[src/rtl/sem_pkg.sv]
package sem_pkg;
   localparam int WORD_W = 32;
   localparam int IMM_W  = 12;
   localparam int FLD_W  = 5;

   typedef enum logic [2:0] {
      OP_NOP  = 3'd0,
      OP_SET  = 3'd1,
      OP_INC  = 3'd2,
      OP_DEC  = 3'd3,
      OP_WEQ  = 3'd4,
      OP_WGE  = 3'd5,
      OP_TAKE = 3'd6,
      OP_RSVD = 3'd7
   } sem_op_e;

   typedef struct packed {
      logic             en;
      logic             fence_to;
      logic             fence_from;
      sem_op_e          op;
      logic             pre;
      logic [FLD_W-1:0] idx;
      logic [IMM_W-1:0] imm;
   } sem_cmd_t;
endpackage

[src/rtl/sem_decode.sv]
module sem_decode
   import sem_pkg::*;
(
   input  logic [WORD_W-1:0] word,
   output sem_cmd_t          cmd
);
   always_comb begin
      cmd.en         = word[31];
      cmd.fence_to   = word[30];
      cmd.fence_from = word[29];
      cmd.op         = sem_op_e'(word[26:24]);
      cmd.pre        = word[22];
      cmd.idx        = word[20:16];
      cmd.imm        = word[11:0];
   end
endmodule

[src/rtl/sem_cond.sv]
module sem_cond
   import sem_pkg::*;
#(
   parameter int SEM_W = 12
) (
   input  logic              valid,
   input  sem_cmd_t          cmd,
   input  logic              phase,
   input  logic              to_idle,
   input  logic              from_idle,
   input  logic [SEM_W-1:0]  cur,
   output logic              blocked,
   output logic              done,
   output logic              apply,
   output logic              set_en,
   output logic signed [1:0] delta,
   output logic              rsvd_hit
);
   logic             active;
   logic             ready;
   logic [SEM_W-1:0] imm_x;

   assign imm_x  = SEM_W'(cmd.imm);
   assign active = cmd.en && (cmd.pre == phase);

   always_comb begin
      ready = (!cmd.fence_to || to_idle) && (!cmd.fence_from || from_idle);
      unique case (cmd.op)
         OP_WEQ:  ready = ready && (cur == imm_x);
         OP_WGE:  ready = ready && (cur >= imm_x);
         OP_TAKE: ready = ready && (cur != '0);
         default: ;
      endcase
   end

   assign blocked = valid && active && !ready;
   assign done    = valid && !blocked;
   assign apply   = done && active;

   always_comb begin
      set_en   = 1'b0;
      delta    = 2'sd0;
      rsvd_hit = 1'b0;
      if (apply) begin
         unique case (cmd.op)
            OP_SET:          set_en   = 1'b1;
            OP_INC:          delta    = 2'sd1;
            OP_DEC, OP_TAKE: delta    = -2'sd1;
            OP_RSVD:         rsvd_hit = 1'b1;
            default: ;
         endcase
      end
   end
endmodule

[src/rtl/sem_bank.sv]
module sem_bank #(
   parameter int NUM_SEM = 32,
   parameter int SEM_W   = 12,
   parameter int IDX_W   = 5
) (
   input  logic                            clk,
   input  logic                            rst_n,
   input  logic [IDX_W-1:0]                upd_idx,
   input  logic                            upd_set,
   input  logic [SEM_W-1:0]                upd_val,
   input  logic signed [1:0]               upd_delta,
   input  logic                            ext_valid,
   input  logic [IDX_W-1:0]                ext_idx,
   input  logic signed [1:0]               ext_delta,
   output logic [NUM_SEM-1:0][SEM_W-1:0]   sem_q
);
   localparam int SW = SEM_W + 3;
   localparam logic signed [SW-1:0] MAXV = {3'b000, {SEM_W{1'b1}}};

   for (genvar g = 0; g < NUM_SEM; g++) begin : g_sem
      logic                   cmd_hit;
      logic                   ext_hit;
      logic [SEM_W-1:0]       base;
      logic signed [1:0]      d_cmd;
      logic signed [1:0]      d_ext;
      logic signed [SW-1:0]   sum;
      logic [SEM_W-1:0]       nxt;

      always_comb begin
         cmd_hit = (upd_idx == IDX_W'(g));
         ext_hit = ext_valid && (ext_idx == IDX_W'(g));
         base    = (cmd_hit && upd_set) ? upd_val : sem_q[g];
         d_cmd   = cmd_hit ? upd_delta : 2'sd0;
         d_ext   = ext_hit ? ext_delta : 2'sd0;
         sum     = $signed({3'b000, base})
                 + $signed({{(SW-2){d_cmd[1]}}, d_cmd})
                 + $signed({{(SW-2){d_ext[1]}}, d_ext});
         if (sum < 0)
            nxt = '0;
         else if (sum > MAXV)
            nxt = MAXV[SEM_W-1:0];
         else
            nxt = sum[SEM_W-1:0];
      end

      always_ff @(posedge clk or negedge rst_n) begin
         if (!rst_n) sem_q[g] <= '0;
         else        sem_q[g] <= nxt;
      end
   end
endmodule

[src/rtl/sem_cmd_unit.sv]
module sem_cmd_unit
   import sem_pkg::*;
#(
   parameter int NUM_SEM = 32,
   parameter int SEM_W   = 12,
   parameter int IDX_W   = $clog2(NUM_SEM)
) (
   input  logic               clk,
   input  logic               rst_n,
   input  logic               cmd_valid,
   input  logic [31:0]        cmd_word,
   input  logic               cmd_phase,
   input  logic               to_dev_idle,
   input  logic               from_dev_idle,
   input  logic               ext_valid,
   input  logic               ext_dec,
   input  logic [IDX_W-1:0]   ext_idx,
   input  logic [IDX_W-1:0]   rd_idx,
   output logic [SEM_W-1:0]   rd_value,
   output logic               cmd_done,
   output logic               cmd_blocked,
   output logic               err_sticky
);
   if (NUM_SEM != 32 || IDX_W != FLD_W) begin : g_bad_count
      $error("sem_cmd_unit: index field addresses exactly 32 semaphores");
   end
   if (SEM_W < IMM_W) begin : g_bad_width
      $error("sem_cmd_unit: semaphore narrower than the operand");
   end

   sem_cmd_t                   cmd;
   logic [NUM_SEM-1:0][SEM_W-1:0] sem_q;
   logic                       apply;
   logic                       set_en;
   logic signed [1:0]          delta;
   logic                       rsvd_hit;
   logic signed [1:0]          ext_delta;

   sem_decode u_dec (.word(cmd_word), .cmd(cmd));

   sem_cond #(.SEM_W(SEM_W)) u_cond (
      .valid     (cmd_valid),
      .cmd       (cmd),
      .phase     (cmd_phase),
      .to_idle   (to_dev_idle),
      .from_idle (from_dev_idle),
      .cur       (sem_q[cmd.idx]),
      .blocked   (cmd_blocked),
      .done      (cmd_done),
      .apply     (apply),
      .set_en    (set_en),
      .delta     (delta),
      .rsvd_hit  (rsvd_hit)
   );

   assign ext_delta = ext_dec ? -2'sd1 : 2'sd1;

   sem_bank #(.NUM_SEM(NUM_SEM), .SEM_W(SEM_W), .IDX_W(IDX_W)) u_bank (
      .clk       (clk),
      .rst_n     (rst_n),
      .upd_idx   (cmd.idx),
      .upd_set   (set_en),
      .upd_val   (SEM_W'(cmd.imm)),
      .upd_delta (delta),
      .ext_valid (ext_valid),
      .ext_idx   (ext_idx),
      .ext_delta (ext_delta),
      .sem_q     (sem_q)
   );

   always_ff @(posedge clk or negedge rst_n) begin
      if (!rst_n)        err_sticky <= 1'b0;
      else if (rsvd_hit) err_sticky <= 1'b1;
   end

   assign rd_value = sem_q[rd_idx];

   logic unused_apply;
   assign unused_apply = apply;
endmodule

[config.mk]
export PLATFORM = sky130hd
export DESIGN_NAME = sem_cmd_unit
export DESIGN_NICKNAME = d
export VERILOG_FILES = /design/src/rtl/sem_pkg.sv /design/src/rtl/sem_decode.sv /design/src/rtl/sem_cond.sv /design/src/rtl/sem_bank.sv /design/src/rtl/sem_cmd_unit.sv
export SDC_FILE = /design/constraint.sdc
export NUM_CORES = 2
export LEC_CHECK = 0
export ABC_AREA = 1
export ABC_CLOCK_PERIOD_IN_PS = 5800
export BUFFER_PORTS_ARGS = -buffer_cell sky130_fd_sc_hd__buf_2
export CAP_MARGIN = 20
export CORE_MARGIN = 2
export CORE_UTILIZATION = 60
export DETAILED_ROUTE_END_ITERATION = 7
export PLACE_DENSITY = 0.9
export SYNTH_ARGS = -nofsm -noshare
export SYNTH_HDL_FRONTEND = slang
export SYNTH_SLANG_ARGS = --single-unit
[constraint.sdc]
create_clock -name clk -period 5.8 [get_ports clk]
set_input_delay 0.58 -clock clk [delete_from_list [all_inputs] [get_ports clk]]
set_output_delay 0.58 -clock clk [all_outputs]
set_load 0.01 [all_outputs]
==> impl_metrics.ini, run 1 <==
[status]
status = aborted with a tool error
error = [ERROR GRT-0116] Global routing finished with congestion. Check the congestion regions in the DRC Viewer.
lastStage = global routing (5_1_grt)

[place]
port_buffers = 56
place_hpwl_microns = 170000
finalWeightedCongestion = 1.21
dp_slack_ns = -1.14

[logic_synthesis]
yosysWarnings = 0
synth_edf_count = 0
synthFlopType = dfrtp_1
synth_area_per_cell_sq_um = 6.99
netlist_area_sq_um = 56400
ys_seq_elements = 385
synthCells = 8073
syn_nets = 9031
ys_types = 42
synthArstFlopShare = 1.00
synth_seq_area_share = 0.171

[global_routing]
track_usage = 0.713
grt_pass1_vias = 82100
grt_max_degree = 160
grt_pass1_wl_microns = 523000
grt-ovfl-total = 332

[cts]
cts.sinks = 385
clk_path_buf_depth = 3
cts_buffers = 45
cts-root-buf = clkbuf_16
cts_max_level = 2
ctsHoldBuffers = 0

[floorplan]
initial_core_util = 0.605
die_w_microns = 311
num_io_pins = 65
die_y_microns = 311
rows = 112
==> kinds of logic after synthesis <==
family / Yosys count / share of synthesized area
compound gates: 1688 / 0.173
xor+xnor: 324 / 0.0503
fa+ha+maj: 908 / 0.261
buf+inv: 1669 / 0.116
flops: 385 / 0.171
simple gates: 3099 / 0.229
==> Yosys cell counts (8+ instances only) <==
master / instances / area (sq um)
nand4_1: 15 / 93.8
clkbuf_1: 282 / 1060
nand2_1: 1824 / 6850
a21oi_1: 588 / 2940
o21bai_1: 399 / 3000
xnor2_1: 99 / 867
or2_2: 8 / 50.1
o211ai_1: 15 / 113
nand3_1: 805 / 4030
buf_2: 92 / 460
dfrtp_1: 385 / 9630
a32oi_1: 11 / 96.3
o221ai_1: 24 / 210
nor2_1: 345 / 1290
a31oi_1: 27 / 169
buf_4: 40 / 300
nor3_1: 64 / 320
a21boi_0: 21 / 158
ha_1: 460 / 5760
o21ai_0: 553 / 2770
o21ai_1: 29 / 145
inv_1: 1239 / 4650
xor2_1: 225 / 1970
nand3b_1: 28 / 210
a21o_1: 9 / 67.6
fa_1: 448 / 8970
==> per-layer routing <==
metal / track usage / GRT overflow
met5: 0.471 / 11
met4: 0.692 / 108
met3: 0.661 / 51
met2: 0.828 / 121
met1: 0.679 / 41
==> per-stage QoR <==
stage	std cells	cell area [sq um]
after detailed placement	10100	66500
after global placement	10100	66500
after CTS	10300	70600
after floorplan	8073	57400
==> what timing repair did <==
| action | CTS |
|---|---|
| setup buffers | 111 |
| endpoints found under the setup margin | 384 |
| gates cloned | 16 |
| pin swaps | 112 |
| gates resized for setup | 369 |
==> run 2: changes to the inputs <==
--- a/config.mk
+++ b/config.mk
@@ -6,13 +6,13 @@
 export NUM_CORES = 2
 export LEC_CHECK = 0
 export ABC_AREA = 1
-export ABC_CLOCK_PERIOD_IN_PS = 5800
+export ABC_CLOCK_PERIOD_IN_PS = 7540
 export BUFFER_PORTS_ARGS = -buffer_cell sky130_fd_sc_hd__buf_2
 export CAP_MARGIN = 20
 export CORE_MARGIN = 2
-export CORE_UTILIZATION = 60
+export CORE_UTILIZATION = 40
 export DETAILED_ROUTE_END_ITERATION = 7
-export PLACE_DENSITY = 0.9
+export PLACE_DENSITY_LB_ADDON = 0.15
 export SYNTH_ARGS = -nofsm -noshare
 export SYNTH_HDL_FRONTEND = slang
 export SYNTH_SLANG_ARGS = --single-unit
==> constraint.sdc (replaced) <==
create_clock -name clk -period 7.54 [get_ports clk]
set_input_delay 0.754 -clock clk [delete_from_list [all_inputs] [get_ports clk]]
set_output_delay 0.754 -clock clk [all_outputs]
set_load 0.01 [all_outputs]
==> impl_metrics.ini, run 2 <==
[status]
status = complete, no violations

[place]
port_buffers = 56
place_hpwl_microns = 170000
place_area_sq_um = 64400
finalWeightedCongestion = 1.01
placed_cells = 10500

[route]
final_antenna_net_count = 0
drc = 0
wl_per_cell_microns = 21.1
finalWirelength_microns = 222000
drt_iter0_drc = 5465
via_per_inst = 5.36
dr_total_vias = 56600
drt_first_pass_iters = 7

[timing]
rsz0062_at_grt = false
relSlewSlack = 0.167
final.period_utilization = 0.930
setup_violations = 0
drv_slew = 0
worst_slew_pin_slew_ns = 1.25
final.setup.tns_ns = 0
hold_viol = 0
skew_ns = 0.0334
max_clock_freq_mhz = 143
period_needed_ns = 7.01

[logic_synthesis]
yosys-top-cells-area = dfrtp_1 17%, fa_1 16%, nand2_1 12%
synth_commonest_cells = 1824 x nand2_1, 1239 x inv_1, 805 x nand3_1
synth_top_area_frac = 0.171
yosysWarnings = 0
synth_most_common_cell = nand2_1
syn_nets = 9031
synth_top_area_cell = dfrtp_1
synthCells = 8073
ys_types = 42
synthArstFlopShare = 1.00
synth_area_per_cell_sq_um = 6.99
netlist_area_sq_um = 56400
ys_seq_elements = 385
synthFlopType = dfrtp_1
synth_seq_area_share = 0.171
synth_edf_count = 0

[finish]
drive_above_1_share = 0.121
stdcell_count = 10600
top_regs = u_bank.sem_q (384), err_sticky (1)
layout_common_cells = 1821 x nand2_1, 1234 x inv_1, 819 x buf_4
syn_to_final_growth_pct = 17.7
regMostFlops = u_bank.sem_q
finalInstanceArea_sq_um = 66400
fill_cells = 14300
design.final.nets = 9588
largest_register_ff_count = 384
final_common_cell = nand2_1

[power_and_ir_drop]
total_power_uw = 16800
pwr-share-comb = 0.578
p_leak_uw = 0.0355
ir_worst_vdd_uv = 194
p_sw_frac = 0.473
internal_power_uw = 8870
seqPwrFrac = 0.247
clkPwrFrac = 0.174
power_switching_uw = 7970
power_density_nw_per_um2 = 254

[setup_path]
cp_slowest_cell = fa_1
reg2reg_slack_ns = 0.80
path_class = in -> reg
worstPathRequired_ns = 8.13
cp.arrival_ns = 7.60
worstReg2RegStart = u_bank.sem_q[165]$_DFF_PN0_
cp_max_fo = 28
crit_top_cell = nand2_1
cpPeakStageDelay_ns = 0.45
reg2regPathDepth = 41
startpoint_type = primary input
endpoint_kind = register
worst_r2r_endpoint = u_bank.sem_q[122]$_DFF_PN0_

[global_routing]
track_usage = 0.304
antenna_found_initial = 7
grt_max_degree = 163
grt_pass1_vias = 54800
grt-ovfl-total = 0
grt_pass1_wl_microns = 337000

[cts]
clk_path_buf_depth = 3
cts_max_level = 2
clkTransAtPathRegs_ns = 0.06
cts_tree = yes
post_cts_buffers = 0
clkLatencyLatePin_ns = 0.69
cts.sinks = 385
cts_buffers = 54
cts-root-buf = clkbuf_16

[worst_hold_path]
hold_class = in -> async

[job]
cap_violations = 0

[floorplan]
num_io_pins = 65
initial_core_util = 0.404
die-area_sq_um = 144000
die_w_microns = 380
die_y_microns = 380
coreArea_sq_um = 140000
rows = 137
## run 2: repair_timing
action | 4_1_cts | 5_1_grt
hold buffers | 0 | 0
endpoints found under the setup margin | 0 | 44
gates resized for setup | 0 | 5
## run 2: per-stage QoR
step / utilization / setup slack [ns] / hold WS (ns)
detailed placement: 0.461 / -0.0270 / 0.473
global placement: 0.461 / 0.0313 / 0.482
finish: 0.475 / 0.525 / 0.0299
global route: 0.475 / 0.00259 / 0.0766
CTS: 0.475 / 0.657 / 0.0446
floorplan: - / 0.431 / 0.458
## run 2: how the worst max path moves through the flow
stage	from	end	slack [ns]	cells after the start
floorplan	cmd_word[16]	u_bank.sem_q[291]$_DFF_PN0_	0.43	43
global placement	cmd_word[16]	u_bank.sem_q[168]$_DFF_PN0_	0.03	40
detailed placement	cmd_word[16]	u_bank.sem_q[170]$_DFF_PN0_	-0.03	41
CTS	cmd_word[16]	u_bank.sem_q[179]$_DFF_PN0_	0.66	41
global route	cmd_word[16]	u_bank.sem_q[306]$_DFF_PN0_	0.003	42
finish	cmd_word[16]	u_bank.sem_q[122]$_DFF_PN0_	0.53	41
## run 2: layout make-up
| cell class | count | area [sq um] | share of cell area |
|---|---|---|---|
| Multi-Input combinational cell | 6019 | 40300 | 0.607 |
| Clock buffer | 82 | 1610 | 0.0242 |
| Clock inverter | 18 | 352 | 0.00529 |
| Tap cell | 1876 | 2350 | 0.0353 |
| Antenna cell | 2 | 5.00 | 0.0000754 |
| Inverter | 1247 | 4690 | 0.0706 |
| Timing Repair Buffer | 923 | 7440 | 0.112 |
| Sequential cell | 385 | 9630 | 0.145 |
## run 2: cells by family after synthesis
kind of cell	after synthesis	share of synthesized area
AO/OA/AOI/OAI	1688	0.173
XOR/XNOR	324	0.0503
adder cells (fa/ha/maj)	908	0.261
buffers and inverters	1669	0.116
flip-flops	385	0.171
AND/OR/NAND/NOR	3099	0.229
## run 2: critical path: cells and delay by family
kind | cells | cell delay [ns]
AO/OA/AOI/OAI | 12 | 2.25
XOR/XNOR | 1 | 0.18
adder cells (fa/ha/maj) | 3 | 1.08
buffers and inverters | 11 | 1.69
AND/OR/NAND/NOR | 14 | 1.61
## run 2: metal layers
metal / wire length (microns) / share of wire / vias up / GRT usage
met5: 54 / 0.00024 / - / 0
met4: 11800 / 0.053 / 8 / 0.139
met3: 18900 / 0.085 / 530 / 0.0577
met2: 97800 / 0.44 / 2158 / 0.476
met1: 93700 / 0.42 / 26900 / 0.407
li1: - / - / 27000 / -
## run 2: power groups by stage
stage	Sequential, uW	Combinational (uW)	Clock (uW)
6_report	4170	9740	2930
5_1_grt	4210	11000	3030
4_1_cts	4110	9670	2960
3_5_place_dp	4130	9570	0
3_3_place_gp	4140	9480	0
2_1_floorplan	3560	6580	0
Power figures use the tool's default switching activity.
